$ cat config.mk
export PLATFORM = sky130hd
export DESIGN_NAME = scx_entry_unit
export DESIGN_NICKNAME = d
export VERILOG_FILES = /design/src/rtl/scx_pkg.sv /design/src/rtl/scx_decode.sv /design/src/rtl/scx_msr_mask.sv /design/src/rtl/scx_vector.sv /design/src/rtl/scx_entry_unit.sv
export SDC_FILE = /design/constraint.sdc
export NUM_CORES = 1
export LEC_CHECK = 0
export BUFFER_PORTS_ARGS = -buffer_cell sky130_fd_sc_hd__buf_2
export CAP_MARGIN = 10
export CORE_AREA = 2 2 140 142
export CTS_CLUSTER_SIZE = 40
export DETAILED_ROUTE_END_ITERATION = 8
export DIE_AREA = 0 0 142 144
export PLACE_DENSITY = 0.76
export REMOVE_ABC_BUFFERS = 1
export SLEW_MARGIN = 15
export SYNTH_ARGS = -nofsm -noshare
export SYNTH_HDL_FRONTEND = slang
export SYNTH_HIERARCHICAL = 1
export SYNTH_SLANG_ARGS = --single-unit
export TNS_END_PERCENT = 5
$ cat constraint.sdc
create_clock -name clk -period 2.15 [get_ports clk]
set_clock_uncertainty 0.1 [all_clocks]
set_input_delay 0.43 -clock clk [delete_from_list [all_inputs] [get_ports clk]]
set_output_delay 0.43 -clock clk [all_outputs]
set_load 0.01 [all_outputs]
$ cat src/rtl/scx_pkg.sv
package scx_pkg;

    localparam int XW = 32;

    typedef logic [XW-1:0] word_t;

    // Result of the instruction decoder
    typedef struct packed {
        logic  hit;
        word_t ret_addr;
    } sc_dec_t;

    // Architectural state owned by the unit
    typedef struct packed {
        word_t msr;
        word_t evpr;
        word_t srr0;
        word_t srr1;
    } arch_regs_t;

    localparam logic [5:0]  SC_PRIMARY = 6'd17;
    localparam logic [15:0] SC_VEC_OFS = 16'h0C00;

    // Big-endian bit position to a single-bit mask
    function automatic word_t be_mask(input int pos);
        return word_t'(1) << (XW - 1 - pos);
    endfunction

    // Fetch address to return address
    function automatic word_t next_seq(input word_t a);
        return a + word_t'(4);
    endfunction

endpackage

$ cat src/rtl/scx_decode.sv
module scx_decode
    import scx_pkg::*;
#(
    parameter int OPC_W = 6
) (
    input  logic    in_vld,
    input  word_t   in_word,
    input  word_t   in_addr,
    output sc_dec_t dec
);
    localparam int OPC_LSB = XW - OPC_W;

    logic opc_ok;
    logic form_ok;

    // Only primary opcode and the fixed form bit matter; all else is don't-care
    assign opc_ok  = (in_word[XW-1:OPC_LSB] == OPC_W'(SC_PRIMARY));
    assign form_ok = in_word[1];

    always_comb begin
        dec.hit      = in_vld && opc_ok && form_ok;
        dec.ret_addr = next_seq(in_addr);
    end

endmodule

$ cat src/rtl/scx_msr_mask.sv
module scx_msr_mask
    import scx_pkg::*;
#(
    parameter int WE_POS = 13,
    parameter int EE_POS = 16,
    parameter int PR_POS = 17,
    parameter int DR_POS = 27,
    parameter int IR_POS = 26
) (
    input  word_t msr_in,
    output word_t msr_out
);
    localparam word_t CLR_MASK = be_mask(WE_POS) | be_mask(EE_POS) |
                                 be_mask(PR_POS) | be_mask(DR_POS) |
                                 be_mask(IR_POS);

    for (genvar i = 0; i < XW; i++) begin : g_bit
        if (CLR_MASK[i]) begin : g_clr
            assign msr_out[i] = 1'b0;
        end else begin : g_keep
            assign msr_out[i] = msr_in[i];
        end
    end

endmodule

$ cat src/rtl/scx_vector.sv
module scx_vector
    import scx_pkg::*;
#(
    parameter logic [XW/2-1:0] OFS = SC_VEC_OFS
) (
    input  word_t evpr,
    output word_t target
);
    localparam int HW = XW / 2;

    assign target = {evpr[XW-1 -: HW], OFS};

endmodule

$ cat src/rtl/scx_entry_unit.sv
module scx_entry_unit
    import scx_pkg::*;
#(
    parameter int WE_POS = 13,
    parameter int EE_POS = 16,
    parameter int PR_POS = 17,
    parameter int DR_POS = 27,
    parameter int IR_POS = 26
) (
    input  logic        clk,
    input  logic        rst,
    input  logic        in_vld,
    input  logic [31:0] in_word,
    input  logic [31:0] in_addr,
    input  logic        msr_we,
    input  logic [31:0] msr_wdata,
    input  logic        evpr_we,
    input  logic [31:0] evpr_wdata,
    input  logic        srr0_we,
    input  logic [31:0] srr0_wdata,
    input  logic        srr1_we,
    input  logic [31:0] srr1_wdata,
    output logic [31:0] msr_q,
    output logic [31:0] evpr_q,
    output logic [31:0] srr0_q,
    output logic [31:0] srr1_q,
    output logic        redir_vld,
    output logic [31:0] redir_tgt,
    output logic        flush_req
);
    sc_dec_t    dec;
    arch_regs_t cur;
    arch_regs_t nxt;
    word_t      msr_cleared;
    word_t      vec_tgt;
    logic       sc_hit;

    scx_decode u_dec (
        .in_vld  (in_vld),
        .in_word (in_word),
        .in_addr (in_addr),
        .dec     (dec)
    );

    scx_msr_mask #(
        .WE_POS (WE_POS),
        .EE_POS (EE_POS),
        .PR_POS (PR_POS),
        .DR_POS (DR_POS),
        .IR_POS (IR_POS)
    ) u_mask (
        .msr_in  (cur.msr),
        .msr_out (msr_cleared)
    );

    scx_vector u_vec (
        .evpr   (cur.evpr),
        .target (vec_tgt)
    );

    assign sc_hit = dec.hit;

    // Next state: call entry outranks software writes except the prefix
    always_comb begin
        nxt = cur;
        if (evpr_we) nxt.evpr = evpr_wdata;
        if (sc_hit) begin
            nxt.srr1 = cur.msr;
            nxt.srr0 = dec.ret_addr;
            nxt.msr  = msr_cleared;
        end else begin
            if (msr_we)  nxt.msr  = msr_wdata;
            if (srr0_we) nxt.srr0 = srr0_wdata;
            if (srr1_we) nxt.srr1 = srr1_wdata;
        end
    end

    always_ff @(posedge clk) begin
        if (rst) begin
            cur       <= '0;
            redir_vld <= 1'b0;
            flush_req <= 1'b0;
            redir_tgt <= '0;
        end else begin
            cur       <= nxt;
            redir_vld <= sc_hit;
            flush_req <= sc_hit;
            if (sc_hit) redir_tgt <= vec_tgt;
        end
    end

    assign msr_q  = cur.msr;
    assign evpr_q = cur.evpr;
    assign srr0_q = cur.srr0;
    assign srr1_q = cur.srr1;

    localparam word_t CLR_CHK = be_mask(WE_POS) | be_mask(EE_POS) |
                                be_mask(PR_POS) | be_mask(DR_POS) |
                                be_mask(IR_POS);

    AST_SAVE_MSR: assert property (@(posedge clk) disable iff (rst)
        (!rst && sc_hit) |=> (srr1_q == $past(msr_q)));
    AST_RET_ADDR: assert property (@(posedge clk) disable iff (rst)
        (!rst && sc_hit) |=> (srr0_q == $past(in_addr) + 32'd4));
    AST_MSR_CLEAR: assert property (@(posedge clk) disable iff (rst)
        (!rst && sc_hit) |=> ((msr_q & CLR_CHK) == '0 &&
                              (msr_q & ~CLR_CHK) == ($past(msr_q) & ~CLR_CHK)));
    AST_VEC_TGT: assert property (@(posedge clk) disable iff (rst)
        (!rst && sc_hit) |=> (redir_tgt == {$past(evpr_q[31:16]), 16'h0C00}));
    AST_PULSE_PAIR: assert property (@(posedge clk) disable iff (rst)
        (!rst && sc_hit) |=> (redir_vld && flush_req));
    AST_NO_REDIR: assert property (@(posedge clk) disable iff (rst)
        (!rst && !sc_hit) |=> (!redir_vld && !flush_req));
    AST_PREFIX_WR: assert property (@(posedge clk) disable iff (rst)
        (!rst && evpr_we) |=> (evpr_q == $past(evpr_wdata)));
    AST_RESET_STATE: assert property (@(posedge clk)
        rst |=> (!redir_vld && !flush_req && msr_q == '0 && srr0_q == '0));

endmodule

==> impl_metrics.yaml <==
status:
  outcome: "completed"
route:
  num_vias: 6441
  wirelength_um: 20000
  wl_per_cell_um: 15.1
  ant_nets: 0
  first_pass_iters: 4
  drc: 0
  drt_iter0_drc: 160
  routed_via_density: 4.87
synth:
  synthFlopType: "dfxtp_1"
  yosysSeqAreaShare: 0.386
  syn-cell-area_um2: 8350
  ys_ff_latch: 161
  syn_inst: 801
  avgSynthCellArea_um2: 10.4
  ys_warn_count: 6
  synthDistinctLibCells: 31
  synth_edf_count: 0
  postSynth.asyncResetShare: 0
job:
  cap_viol_max_count: 0
clock_tree:
  cts_tree: "built"
  cts_buffer_depth: 2
  cts-hold-fix-buffers: 0
  post_cts_buffers: 0
  clk_latency_ps: 420
  cts-htree-levels: 4
  cts_buffers: 17
  ctsResizeCount: 0
  path_clk_slew_ps: 80
  cts_sinks: 161
  cts-root-buf: "clkbuf_16"
cells_and_area:
  final_common_cell: "buf_2"
  final_core_utilization: 0.550
  area_delta_synth_final_pct: 25.7
  layout.nets: 1272
  num_antenna_cells: 0
  drive_gt1_frac: 0.453
  layout_common_cells: "334 x buf_2, 161 x dfxtp_1, 160 x mux2i_1"
  n_fill_cell: 1702
  instances_no_fill: 1323
worst_setup_path:
  cp-end-kind: "register"
  crit_buf_inv: 4
  critPathLaunch: "in_word[31]"
  cp_data_arrival_time_ps: 1880
  cp_max_fo: 25
  crit_path_max_incr_delay_ps: 270
  crit_family: "buffers and inverters"
  start_kind: "input pin"
  crit_chain: "buf_2 > nand4b_1 > nor4_2 > buf_4 > inv_4 > buf_12 > a211oi_2"
  path_class: "input pin to register"
  critical-path-slowest-cell: "nor4_2"
  worst-endpoint-required_ps: 2390
  regToRegStartpoint: "msr_q[27]"
hold_path:
  min_from: "evpr_wdata[3]"
  hold_class: "input pin to register"
placement:
  place_inst: 1291
  portBuffers: 335
  place.gp.congestion: 0.778
  place_ws_ps: 69.8
  dpl.hpwl_um: 14700
grt:
  track_usage: 0.184
  globalRouteOverflowTotal: 0
  grt_first_pass_wirelength_um: 30100
  antenna_found_initial: 0
  grt_pass1_vias: 6056
  grt_max_degree: 56
timing:
  clock.fmax_mhz: 608
  setup_viol: 0
  rsz0062_at_grt: "no"
  period_share: 0.765
  min_period_ps: 1640
  finalMaxSlewViolations: 0
  holdWs_ps: 138
  worst_slack_ps: 505
  hold_violations: 0
die:
  dieArea_um2: 20400
  die_height_um: 144
  fp-row-count: 51
  core-area_um2: 19100
  die_x_um: 142
  ios: 361
  initial_core_util: 0.438
pwr:
  p_leak_nw: 4.98
  finalPower_mw: 7.35
  p_per_area_nw_per_um2: 701
  vdd_drop_max_mv: 0.537
==> cells in the mapped netlist (8+ instances only) <==
library cell	number	area [um^2]
buf_6	10	113
dfxtp_1	161	3220
xnor2_1	25	219
a211oi_2	88	1100
mux2i_1	160	1600
buf_4	78	586
nand3_1	8	40.0
clkbuf_1	18	67.6
nand2_1	13	48.8
buf_2	23	115
nor2b_1	97	607
nand4_1	14	87.6
a211oi_1	8	60.1
nor2_1	68	255
==> sequential cells by signal (all words and copies together), names as in the netlist <==
signal / count
srr0_q: 32
flush_req: 1
srr1_q: 32
msr_q: 32
evpr_q: 32
redir_tgt: 32
==> where the power goes <==
group          switching (mW)  leakage (nW)  total, mW  internal (mW)
Sequential             0.0915          1.32       3.22           3.13
Combinational           0.471          3.35      0.941          0.470
Clock                    1.49         0.308       3.19           1.71
==> final timing paths <==
check,slack (ps),endpoint,cells after the start
hold / removal,140,evpr_q[3],3
setup reg to reg,1260,msr_q[27],2
hold reg to reg,390,redir_tgt[16],2
setup / recovery,510,srr1_q[5],7
==> per-layer routing <==
metal  share of wire  routed length [um]  vias up  GRT usage
li1                -                   -     3232          -
met1            0.44                8720     2956      0.218
met2            0.48                9570      236      0.316
met3           0.073                1450       17     0.0606
met4           0.012                 235        0     0.0574
met5               0                   0        -          0
==> tightest hold or removal path, delay by kind of cell <==
| family | cells | cell delay, ps |
|---|---|---|
| buf+inv | 1 | 70 |
| simple gates | 1 | 70 |
| mux | 1 | 50 |
==> kinds of logic (layout without fill, tap and decap cells) <==
group           after synthesis  in the layout  share of synthesized area
compound gates               96             96                      0.139
flops                       161            161                      0.386
simple gates                220            220                      0.144
fa+ha+maj                     1              1                    0.00150
mux                         160            160                      0.192
xor+xnor                     28             28                     0.0294
other cells                   3             21                    0.00135
buf+inv                     132            398                      0.107
==> stage by stage <==
step / TNS, ps / area [um^2]
finish: 0 / 10500
global placement: 0 / 9860
CTS: 0 / 10500
global route: 0 / 10500
detailed placement: 0 / 9860
floorplan: -1562260 / 7540
==> final cells by class <==
cell class | count | area [um^2] | area share
repair buffers | 363 | 2020 | 0.192
clock inverters | 15 | 210 | 0.0200
inverters | 3 | 13.8 | 0.00131
flip-flops and latches | 161 | 3220 | 0.307
well taps | 238 | 298 | 0.0284
multi-input cells | 526 | 4310 | 0.410
clock buffers | 17 | 425 | 0.0405
Note: power is estimated with default switching activity, not from simulation.
